**src/rtl/xppi_prio_pkg.sv**
```systemverilog
package xppi_prio_pkg;

    localparam int PRIO_W  = 8;
    localparam int LANES   = 4;
    localparam int WORD_W  = PRIO_W * LANES;
    localparam int PRIO_SH = $clog2(PRIO_W);
    localparam int LANE_SH = $clog2(LANES);
    localparam int WORD_SH = $clog2(WORD_W);

    typedef logic [PRIO_W-1:0] prio_t;
    typedef logic [WORD_W-1:0] word_t;
    typedef logic [LANES-1:0]  lane_mask_t;

    // Group code carried per interrupt on irq_group
    typedef enum logic [1:0] {
        GRP_G0   = 2'b00,
        GRP_SG1  = 2'b01,
        GRP_NSG1 = 2'b10,
        GRP_RSVD = 2'b11
    } irq_grp_e;

    // One access as seen by the bank after splitting read and write
    typedef struct packed {
        logic       rd;
        logic       wr;
        logic       secure;
        lane_mask_t strb;
        word_t      wdata;
    } bus_req_t;

    // A field is reachable when implemented and either the access is secure,
    // the security split is turned off, or the interrupt is non-secure group 1.
    function automatic logic field_open(irq_grp_e grp, logic implemented,
                                        logic secure, logic sec_disable);
        return implemented && (secure || sec_disable || (grp == GRP_NSG1));
    endfunction

    // Zero every lane whose keep bit is clear
    function automatic word_t mask_lanes(word_t w, lane_mask_t keep);
        word_t r;
        for (int k = 0; k < LANES; k++) begin
            r[k*PRIO_W +: PRIO_W] = keep[k] ? w[k*PRIO_W +: PRIO_W] : '0;
        end
        return r;
    endfunction

endpackage

```
**src/rtl/xppi_prio_decode.sv**
```systemverilog
module xppi_prio_decode
    import xppi_prio_pkg::*;
#(
    parameter int ADDR_W    = 16,
    parameter int BASE_OFF  = 32'h400,
    parameter int FIRST_REG = 8,
    parameter int NUM_REGS  = 16,
    parameter int RSEL_W    = $clog2(NUM_REGS)
) (
    input  logic [ADDR_W-1:0] addr,
    output logic              hit,
    output logic [RSEL_W-1:0] reg_sel
);

    localparam int AW_W = ADDR_W - LANE_SH;
    localparam logic [AW_W-1:0] LO_WORD = AW_W'(BASE_OFF / LANES + FIRST_REG);

    logic [AW_W-1:0] word_idx;
    logic [AW_W-1:0] rel_idx;
    logic            unused_lsb;

    assign word_idx   = addr[ADDR_W-1:LANE_SH];
    assign unused_lsb = ^addr[LANE_SH-1:0];
    assign rel_idx    = word_idx - LO_WORD;
    assign hit        = (word_idx >= LO_WORD) && (rel_idx < AW_W'(NUM_REGS));
    assign reg_sel    = rel_idx[RSEL_W-1:0];

endmodule

```
**src/rtl/xppi_prio_filter.sv**
```systemverilog
module xppi_prio_filter
    import xppi_prio_pkg::*;
#(
    parameter int NUM_FIELDS = 64,
    parameter int NUM_IMPL   = 56
) (
    input  logic [2*NUM_FIELDS-1:0] irq_group,
    input  logic                    secure,
    input  logic                    sec_disable,
    output logic [NUM_FIELDS-1:0]   open_mask
);

    for (genvar f = 0; f < NUM_FIELDS; f++) begin : g_field
        localparam bit IMPL = (f < NUM_IMPL);
        assign open_mask[f] = field_open(irq_grp_e'(irq_group[2*f +: 2]),
                                         IMPL, secure, sec_disable);
    end

endmodule

```
**src/rtl/xppi_prio_store.sv**
```systemverilog
module xppi_prio_store
    import xppi_prio_pkg::*;
#(
    parameter int NUM_REGS = 16,
    parameter int NUM_IMPL = 56,
    parameter int RSEL_W   = $clog2(NUM_REGS)
) (
    input  logic                       clk,
    input  logic                       rst,
    input  logic                       wr_en,
    input  logic [RSEL_W-1:0]          wr_sel,
    input  lane_mask_t                 wr_lanes,
    input  word_t                      wr_data,
    output logic [NUM_REGS*WORD_W-1:0] fields
);

    for (genvar r = 0; r < NUM_REGS; r++) begin : g_reg
        for (genvar k = 0; k < LANES; k++) begin : g_lane
            localparam int F = r * LANES + k;
            if (F < NUM_IMPL) begin : g_impl
                prio_t q;
                always_ff @(posedge clk) begin
                    if (rst) begin
                        q <= '0;
                    end else if (wr_en && (wr_sel == RSEL_W'(r)) && wr_lanes[k]) begin
                        q <= wr_data[k*PRIO_W +: PRIO_W];
                    end
                end
                assign fields[F*PRIO_W +: PRIO_W] = q;
            end else begin : g_absent
                // No flops for interrupts that do not exist
                assign fields[F*PRIO_W +: PRIO_W] = '0;
            end
        end
    end

endmodule

```
**src/rtl/xppi_prio_lookup.sv**
```systemverilog
module xppi_prio_lookup
    import xppi_prio_pkg::*;
#(
    parameter int NUM_FIELDS = 64,
    parameter int NUM_IMPL   = 56,
    parameter int ID_W       = 11,
    parameter int FIRST_ID   = 1056
) (
    input  logic [ID_W-1:0]              id,
    input  logic [NUM_FIELDS*PRIO_W-1:0] fields,
    output prio_t                        prio
);

    localparam int FIDX_W = $clog2(NUM_FIELDS);

    logic [ID_W-1:0] rel_id;
    logic            in_range;

    assign rel_id   = id - ID_W'(FIRST_ID);
    assign in_range = (id >= ID_W'(FIRST_ID)) && (rel_id < ID_W'(NUM_IMPL));
    assign prio     = in_range ? fields[{rel_id[FIDX_W-1:0], {PRIO_SH{1'b0}}} +: PRIO_W]
                               : '0;

endmodule

```
**src/rtl/xppi_prio_bank.sv**
```systemverilog
module xppi_prio_bank
    import xppi_prio_pkg::*;
#(
    parameter int ADDR_W    = 16,
    parameter int BASE_OFF  = 32'h400,
    parameter int FIRST_REG = 8,
    parameter int NUM_REGS  = 16,
    parameter int NUM_IMPL  = 56,
    parameter int BASE_ID   = 1024,
    parameter int ID_W      = 11
) (
    input  logic                    clk,
    input  logic                    rst,
    input  logic                    sec_disable,
    input  logic [8*NUM_REGS-1:0]   irq_group,
    input  logic                    req_valid,
    input  logic                    req_write,
    input  logic                    req_secure,
    input  logic [ADDR_W-1:0]       req_addr,
    input  logic [3:0]              req_strb,
    input  logic [31:0]             req_wdata,
    output logic [31:0]             rsp_rdata,
    input  logic [ID_W-1:0]         lookup_id,
    output logic [7:0]              lookup_prio
);

    localparam int NUM_FIELDS = NUM_REGS * LANES;
    localparam int RSEL_W     = $clog2(NUM_REGS);
    localparam int FIRST_ID   = BASE_ID + LANES * FIRST_REG;

    bus_req_t                   req;
    logic                       hit;
    logic [RSEL_W-1:0]          reg_sel;
    logic [NUM_FIELDS-1:0]      open_mask;
    lane_mask_t                 lane_open;
    lane_mask_t                 wr_lanes;
    logic [NUM_FIELDS*PRIO_W-1:0] fields;
    word_t                      sel_word;
    word_t                      rd_next;

    assign req = '{rd:     req_valid && !req_write,
                   wr:     req_valid && req_write,
                   secure: req_secure,
                   strb:   req_strb,
                   wdata:  req_wdata};

    xppi_prio_decode #(
        .ADDR_W   (ADDR_W),
        .BASE_OFF (BASE_OFF),
        .FIRST_REG(FIRST_REG),
        .NUM_REGS (NUM_REGS),
        .RSEL_W   (RSEL_W)
    ) u_decode (
        .addr   (req_addr),
        .hit    (hit),
        .reg_sel(reg_sel)
    );

    xppi_prio_filter #(
        .NUM_FIELDS(NUM_FIELDS),
        .NUM_IMPL  (NUM_IMPL)
    ) u_filter (
        .irq_group  (irq_group),
        .secure     (req.secure),
        .sec_disable(sec_disable),
        .open_mask  (open_mask)
    );

    // Per-lane permission of the addressed word
    assign lane_open = open_mask[{reg_sel, {LANE_SH{1'b0}}} +: LANES];
    assign wr_lanes  = req.strb & lane_open;

    xppi_prio_store #(
        .NUM_REGS(NUM_REGS),
        .NUM_IMPL(NUM_IMPL),
        .RSEL_W  (RSEL_W)
    ) u_store (
        .clk     (clk),
        .rst     (rst),
        .wr_en   (req.wr && hit),
        .wr_sel  (reg_sel),
        .wr_lanes(wr_lanes),
        .wr_data (req.wdata),
        .fields  (fields)
    );

    // Read path: select word, blank filtered lanes, register
    assign sel_word = fields[{reg_sel, {WORD_SH{1'b0}}} +: WORD_W];
    assign rd_next  = (req.rd && hit) ? mask_lanes(sel_word, lane_open) : '0;

    always_ff @(posedge clk) begin
        if (rst) begin
            rsp_rdata <= '0;
        end else begin
            rsp_rdata <= rd_next;
        end
    end

    xppi_prio_lookup #(
        .NUM_FIELDS(NUM_FIELDS),
        .NUM_IMPL  (NUM_IMPL),
        .ID_W      (ID_W),
        .FIRST_ID  (FIRST_ID)
    ) u_lookup (
        .id    (lookup_id),
        .fields(fields),
        .prio  (lookup_prio)
    );

endmodule

```
**config.mk**
```make
export PLATFORM = sky130hd
export DESIGN_NAME = xppi_prio_bank
export DESIGN_NICKNAME = d
export VERILOG_FILES = /design/src/rtl/xppi_prio_pkg.sv /design/src/rtl/xppi_prio_decode.sv /design/src/rtl/xppi_prio_filter.sv /design/src/rtl/xppi_prio_store.sv /design/src/rtl/xppi_prio_lookup.sv /design/src/rtl/xppi_prio_bank.sv
export SDC_FILE = /design/constraint.sdc
export NUM_CORES = 1
export LEC_CHECK = 0
export ABC_AREA = 1
export BUFFER_PORTS_ARGS = -buffer_cell sky130_fd_sc_hd__buf_4
export CAP_MARGIN = 20
export CORE_ASPECT_RATIO = 0.9
export CORE_MARGIN = 8
export CORE_UTILIZATION = 45
export DETAILED_ROUTE_END_ITERATION = 16
export PLACE_DENSITY = 0.68
export SYNTH_ARGS = -nofsm -noshare
export SYNTH_HDL_FRONTEND = slang
export SYNTH_SLANG_ARGS = --single-unit
```
**constraint.sdc**
```tcl
create_clock -name clk -period 4.4 [get_ports clk]
set_input_delay 0.22 -clock clk [delete_from_list [all_inputs] [get_ports clk]]
set_output_delay 0.22 -clock clk [all_outputs]
set_load 0.05 [all_outputs]
```
### Word level (Yosys, flattened, before mapping)

Cells that the tools add are included.

| word-level totals | value |
|---|---|
| memory bits (writable) | 0 |
| input port bits | 197 |
| ROM bits | 0 |
| memories kept | 0 |
| register bits after elaboration | 480 |
| latch bits | 0 |
| output and inout port bits | 40 |

| cells by class | value |
|---|---|
| reductions and logical operators | 139 |
| muxes and demuxes | 1 |
| add/sub/neg operators | 2 |
| equal/unequal tests | 69 |
| bitwise operators | 6 |
| shift-type cells | 3 |
| $lt $le $gt $ge | 4 |
| $mul | 0 |
| divide/modulo/power cells | 0 |

Operator list:

| kind | count |
|---|---|
| variable part select 512 x 10 -> 32 bit | 1 |
| variable part select 512 x 10 -> 8 bit | 1 |
| == test 2 bit (second input constant) | 56 |
| logical AND 1 bit | 76 |
| variable part select 64 x 7 -> 4 bit | 1 |
| logical OR 1 bit | 57 |
| == test 4 bit (second input constant) | 6 |
| == test 4 x 3 -> 1 bit (second input constant) | 4 |
| >= comparator 14 x 9 -> 1 bit (second input constant) | 1 |
| < comparator 14 x 5 -> 1 bit (second input constant) | 1 |
| subtractor 14 x 9 -> 14 bit (second input constant) | 1 |
| OR reduction 3 bit | 4 |
| >= comparator 11 bit (second input constant) | 1 |
| < comparator 11 x 6 -> 1 bit (second input constant) | 1 |
| subtractor 11 bit (second input constant) | 1 |
| == test 4 x 2 -> 1 bit (second input constant) | 2 |
| two-way mux 8 bit | 1 |
| NOT 1 bit | 5 |
| bitwise AND 4 bit | 1 |
| == test 4 x 1 -> 1 bit (second input constant) | 1 |
| logical NOT 4 bit | 1 |
| logical NOT 1 bit | 1 |

### Logic depth before layout (Yosys ltp)

| logic depth | value |
|---|---|
| depth in word-level cells | 6 |
| mapped depth | 15 |

### Modules after synthesis

A second synthesis with hierarchy kept.

| second synthesis, totals | value |
|---|---|
| cells, all modules | 5471 |
| area total of the unflattened synthesis | 31941.9 um^2 |

Modules (own cells, without submodules):

| module | seq. area each (um^2) | cells each | times used | area each (um^2) |
|---|---|---|---|---|
| xppi_prio_store | 8968.6 | 2558 | 1 | 18778.0 |
| xppi_prio_bank | 640.6 | 1529 | 1 | 6979.2 |
| xppi_prio_lookup | 0.0 | 1176 | 1 | 5307.6 |
| xppi_prio_filter | 0.0 | 184 | 1 | 755.7 |
| xppi_prio_decode | 0.0 | 24 | 1 | 121.4 |

### Worst setup path after synthesis

No wires, ideal clock.

| timing | value |
|---|---|
| kind | input -> output |
| start | input port lookup_id[1] |
| end | output port lookup_prio[6] |
| stages on the path | 9 |
| arrival | 2.197 ns |
| setup slack | 1.983 ns |
| cells stage by stage | clkbuf_1 > clkbuf_1 > clkbuf_1 > o211ai_1 > nand3_1 > nand3_1 > nand2_1 > nand2_1 > a21oi_1 |

| on the way | value |
|---|---|
| longest elaborated chain between the ends | 4 |
| elaborated cells between the ends (all ways) | 6 |
| those cells by class | add/sub (1); order compare (2); shift (1); mux (1); reduce/logical (1) |

Ends and longest elaborated chain:

| what | RTL line | source |
|---|---|---|
| from (decl) | xppi_prio_bank.sv:23 | `input logic [ID_W-1:0] lookup_id,` |
| branches (longest 3 deep; another with subtractor 11 bit) | - |  |
| two-way mux 8 bit (*) | xppi_prio_lookup.sv:21 | `assign prio = in_range ? fields[{rel_id[FIDX_W-1:0], {PRIO_SH{1'b0}}} +: PRIO_W]` |
| to (decl) | xppi_prio_bank.sv:24 | `output logic [7:0] lookup_prio` |

Every way passes the cells marked *.

### Worst setup path in the final report

| timing | value |
|---|---|
| start | input port lookup_id[0] |
| end | output port lookup_prio[0] |

The elaborated chain is that of the path after synthesis.

==> results_tabular.tex <==
\begin{tabular}{lr}
\hline
Metric & Value \\
\hline
\multicolumn{2}{l}{\textbf{Logic synthesis}} \\
Number of storage elements in the synthesis netlist & 480 \\
Syn\_area\_per\_cell & 6.028 um\^{}2 \\
Yosys warns & 0 \\
Mapped Nets & 4713 \\
Sequential element share of the synthesized area & 0.3532 \\
Distinct cell type count after synthesis & 34 \\
Netlist Area Pre-Place & 27200 um\^{}2 \\
Synthesized instance count & 4513 \\
\multicolumn{2}{l}{\textbf{Cells and area}} \\
Most common cell after layout, fill and taps aside & sky130\_fd\_sc\_hd\_\_nor2\_1 \\
Growth of design area from synthesis to finish & 14.37\% \\
Number of antenna repair diodes & 0 \\
Post-layout util & 0.5205 \\
Number of nets in the layout & 4747 \\
Share of final-layout standard cells stronger than drive strength 1 & 0.08643 \\
Cell area after layout & 31110 um\^{}2 \\
Most used cells in the layout excluding fill and tap cells & sky130\_fd\_sc\_hd\_\_nor2\_1, sky130\_fd\_sc\_hd\_\_nand2\_1, sky130\_fd\_sc\_hd\_\_inv\_1, sky130\_fd\_sc\_hd\_\_o21ai\_0, sky130\_fd\_sc\_hd\_\_dfxtp\_1 \\
\multicolumn{2}{l}{\textbf{Pwr}} \\
Share of total power in sequential cells & 0.434 \\
Switching power as a share of total power & 0.2700 \\
Reported net switching power & 2.703 mW \\
Power per standard cell area & 321.7 nW/um\^{}2 \\
Logic gate share of total power & 0.108 \\
Leakage power of the design & 14.22 nW \\
Clock share of power & 0.458 \\
Int Pwr & 7.306 mW \\
Max IR drop VDD & 0.0002630 V \\
\multicolumn{2}{l}{\textbf{CTS}} \\
Clock network latency to the later pin of the worst-skew pair & 630 ps \\
Clock input transition at the sequential cells of the worst setup and hold paths & 60 ps \\
Total clock sinks & 480 \\
Resized Gates After CTS & 0 \\
H-tree depth reported by CTS & 2 \\
Num CTS Buffers & 52 \\
Clock tree from TritonCTS & done \\
Count of hold-fix buffers inserted at cts & 31 \\
CTS Root Buffer Type & sky130\_fd\_sc\_hd\_\_clkbuf\_16 \\
Setup Fix Bufs, Post-CTS & 0 \\
Max clock buf depth & 3 \\
\multicolumn{2}{l}{\textbf{Global route}} \\
Number of global-route vias before repair & 26440 \\
Global-route wire length before repair & 163000 um \\
Initial antenna violation count & 6 \\
Total grt overflow & 0 \\
Overall routing resource usage & 0.3064 \\
Maximum number of pins on one net before global-route repair & 163 \\
\multicolumn{2}{l}{\textbf{Floorplanning}} \\
Die area & 68580 um\^{}2 \\
Starting utilization of the core area & 0.4551 \\
Vertical die dimension & 249.3 um \\
Number of top-level pins & 237 \\
Horizontal die dimension & 275.2 um \\
Floorplan core area & 59770 um\^{}2 \\
Number of cell rows & 85 \\
\multicolumn{2}{l}{\textbf{Setup path}} \\
Crit path to & lookup\_prio[0] \\
CP Data Required Time & 4180 ps \\
Cell family with most CP delay & buffers and inverters \\
Chain of cells forming the critical path & clkbuf\_8 > inv\_4 > a21oi\_1 > o21ai\_0 > nand3\_1 > nand3\_1 > nand2\_1 > a31oi\_1 > nor2\_1 > buf\_4 \\
Type of element launching the critical path & input pin \\
Sum of buffers and inverters on the critical path & 3 \\
Cell type of the slowest stage on the worst timing path & sky130\_fd\_sc\_hd\_\_inv\_4 \\
Launch point of the critical path & lookup\_id[0] \\
Maximum fanout encountered on the critical timing path & 98 \\
Stages on worst setup path & 10 \\
Crit-path most repeated cell & sky130\_fd\_sc\_hd\_\_nand3\_1 \\
Capturing point of the worst reg2reg path & rsp\_rdata[3]\$\_SDFF\_PP0\_ \\
Worst reg2reg setup slack & 2520 ps \\
CP Data Arrival Time & 3060 ps \\
Category of the critical setup timing path & input pin to primary output \\
Startpoint of the lowest-slack register-to-register path & u\_store.g\_reg[9].g\_lane[0].g\_impl.q[3]\$\_SDFFE\_PP0P\_ \\
Element type at the critical path end & primary output \\
Worst reg2reg path depth & 5 \\
Slowest cell delay on critical path & 730 ps \\
\multicolumn{2}{l}{\textbf{Place}} \\
Placer congestion estimate & 1.064 \\
Dpl cell area & 29070 um\^{}2 \\
Worst setup timing slack at the placement stage & 895.9 ps \\
HPWL after detailed placement & 76080 um \\
Count of port buffers added during placement & 218 \\
\multicolumn{2}{l}{\textbf{STA}} \\
Fin worst setup slack & 1117 ps \\
Max-slew violation count & 0 \\
Hold violation total from the final report & 0 \\
Fmax & 304.6 MHz \\
Setup Skew & 19.20 ps \\
Total negative slack for setup checks & 0 ps \\
Worst hold slack & 14.74 ps \\
Max\_slew headroom & 0.2558 \\
Crit share post-route & 0.7462 \\
\# setup viols final & 0 \\
Slew @ Worst Pin & 1112 ps \\
Shortest period the worst path allows & 3283 ps \\
Unrepaired setup endpoints after global routing & no \\
\multicolumn{2}{l}{\textbf{Hold path}} \\
Worst Hold Class & input pin to flip-flop \\
\multicolumn{2}{l}{\textbf{Drt}} \\
DRC errors left & 0 \\
Initial detailed-routing violation count & 4399 \\
Via count & 30150 \\
Via-per-instance ratio & 5.619 \\
Routed wire length per instance & 20.72 um \\
Initial DRT Pass Iterations & 6 \\
Wire length reported by the detailed router & 111200 um \\
Post-route antenna net violation count & 0 \\
\multicolumn{2}{l}{\textbf{Outcome}} \\
Outcome & completed \\
\multicolumn{2}{l}{\textbf{Flow run}} \\
Count of max-cap constraint violations & 0 \\
\hline
\end{tabular}
how the worst min path moves through the flow:
stage	startpoint	end	slack [ps]	depth (start not counted)
2_1_floorplan	req_wdata[23]	u_store.g_reg[0].g_lane[2].g_impl.q[7]$_SDFFE_PP0P_	350	2
3_3_place_gp	u_store.g_reg[13].g_lane[0].g_impl.q[3]$_SDFFE_PP0P_	u_store.g_reg[13].g_lane[0].g_impl.q[3]$_SDFFE_PP0P_	520	4
3_5_place_dp	u_store.g_reg[13].g_lane[0].g_impl.q[3]$_SDFFE_PP0P_	u_store.g_reg[13].g_lane[0].g_impl.q[3]$_SDFFE_PP0P_	520	4
4_1_cts	req_wdata[1]	u_store.g_reg[10].g_lane[0].g_impl.q[1]$_SDFFE_PP0P_	2	3
5_1_grt	req_wdata[1]	u_store.g_reg[1].g_lane[0].g_impl.q[1]$_SDFFE_PP0P_	20	3
6_report	req_wdata[1]	u_store.g_reg[2].g_lane[0].g_impl.q[1]$_SDFFE_PP0P_	10	3
metrics by stage:
stage / power [mW] / cells
final: 10.01 / 5365
after global placement: 5.440 / 5245
after detailed placement: 5.443 / 5245
after CTS: 9.972 / 5365
after global routing: 10.23 / 5365
after floorplan: 4.984 / 4513
Yosys cell counts:
cell type,number,area share
sky130_fd_sc_hd__nor2_1,964,0.13
sky130_fd_sc_hd__nand2_1,908,0.13
sky130_fd_sc_hd__inv_1,531,0.073
sky130_fd_sc_hd__o21ai_0,529,0.097
sky130_fd_sc_hd__dfxtp_1,480,0.35
sky130_fd_sc_hd__a21oi_1,218,0.040
sky130_fd_sc_hd__nand3_1,201,0.037
sky130_fd_sc_hd__o22ai_1,191,0.044
sky130_fd_sc_hd__clkbuf_1,187,0.026
sky130_fd_sc_hd__buf_1,59,0.0081
sky130_fd_sc_hd__buf_2,58,0.011
sky130_fd_sc_hd__o21a_1,32,0.0088
sky130_fd_sc_hd__o221ai_1,26,0.0084
sky130_fd_sc_hd__nand3_2,24,0.0088
sky130_fd_sc_hd__nand4_1,18,0.0041
sky130_fd_sc_hd__o211ai_1,14,0.0039
sky130_fd_sc_hd__nor2_2,12,0.0028
sky130_fd_sc_hd__nor3_1,12,0.0022
sky130_fd_sc_hd__inv_2,10,0.0014
sky130_fd_sc_hd__o21bai_1,10,0.0028
sky130_fd_sc_hd__o21ai_1,7,0.0013
sky130_fd_sc_hd__nor2_4,5,0.0021
sky130_fd_sc_hd__buf_4,3,0.00083
sky130_fd_sc_hd__ha_1,3,0.0014
sky130_fd_sc_hd__xnor2_1,2,0.00064
sky130_fd_sc_hd__a31oi_1,1,0.00023
sky130_fd_sc_hd__and3_1,1,0.00023
sky130_fd_sc_hd__buf_6,1,0.00041
sky130_fd_sc_hd__clkinv_1,1,0.00014
sky130_fd_sc_hd__nand2_4,1,0.00041
sky130_fd_sc_hd__nand3_4,1,0.00064
sky130_fd_sc_hd__nand3b_1,1,0.00028
sky130_fd_sc_hd__nor3b_1,1,0.00028
sky130_fd_sc_hd__or2_1,1,0.00023
sequential cells by signal, summed over array words and instances, names as in the netlist:
signal,count
u_store.g.g_lane.g_impl.q,448
rsp_rdata,32
worst reg2reg max path, delay by kind of cell (launching register included):
family          cells  cell delay (ps)
compound gates      4             1380
flops               1              310
buf+inv             1               60
per-layer routing:
layer,GRT usage,vias to the layer above,share of wire
li1,-,14440,-
met5,0,-,0.00036
met4,0.1404,4,0.050
met3,0.06266,306,0.12
met1,0.4158,13530,0.40
met2,0.4625,1869,0.43
final cells by class:
type	count	area, um^2
fillers	6200	28660
multi-input cells	3183	14360
clock buffers	75	1519
clock inverters	14	214.0
flip-flops and latches	480	9609
repair buffers	288	2384
well taps	783	979.7
inverters	542	2046
power by group through the flow:
stage / Clock, mW / Combinational [mW] / Sequential [mW]
after floorplan: 0 / 0.543 / 4.44
after global placement: 0 / 0.998 / 4.44
after detailed placement: 0 / 1.00 / 4.44
after CTS: 4.60 / 1.03 / 4.35
after global routing: 4.78 / 1.11 / 4.34
final: 4.59 / 1.08 / 4.34
cell families after synthesis:
| family | Yosys count | synth area share |
|---|---|---|
| buf+inv | 850 | 0.1206 |
| flops | 480 | 0.3532 |
| compound gates | 1028 | 0.2067 |
| xor+xnor | 2 | 0.0006441 |
| fa+ha+maj | 3 | 0.001380 |
| simple gates | 2150 | 0.3174 |
Note: power is estimated with default switching activity, not from simulation.
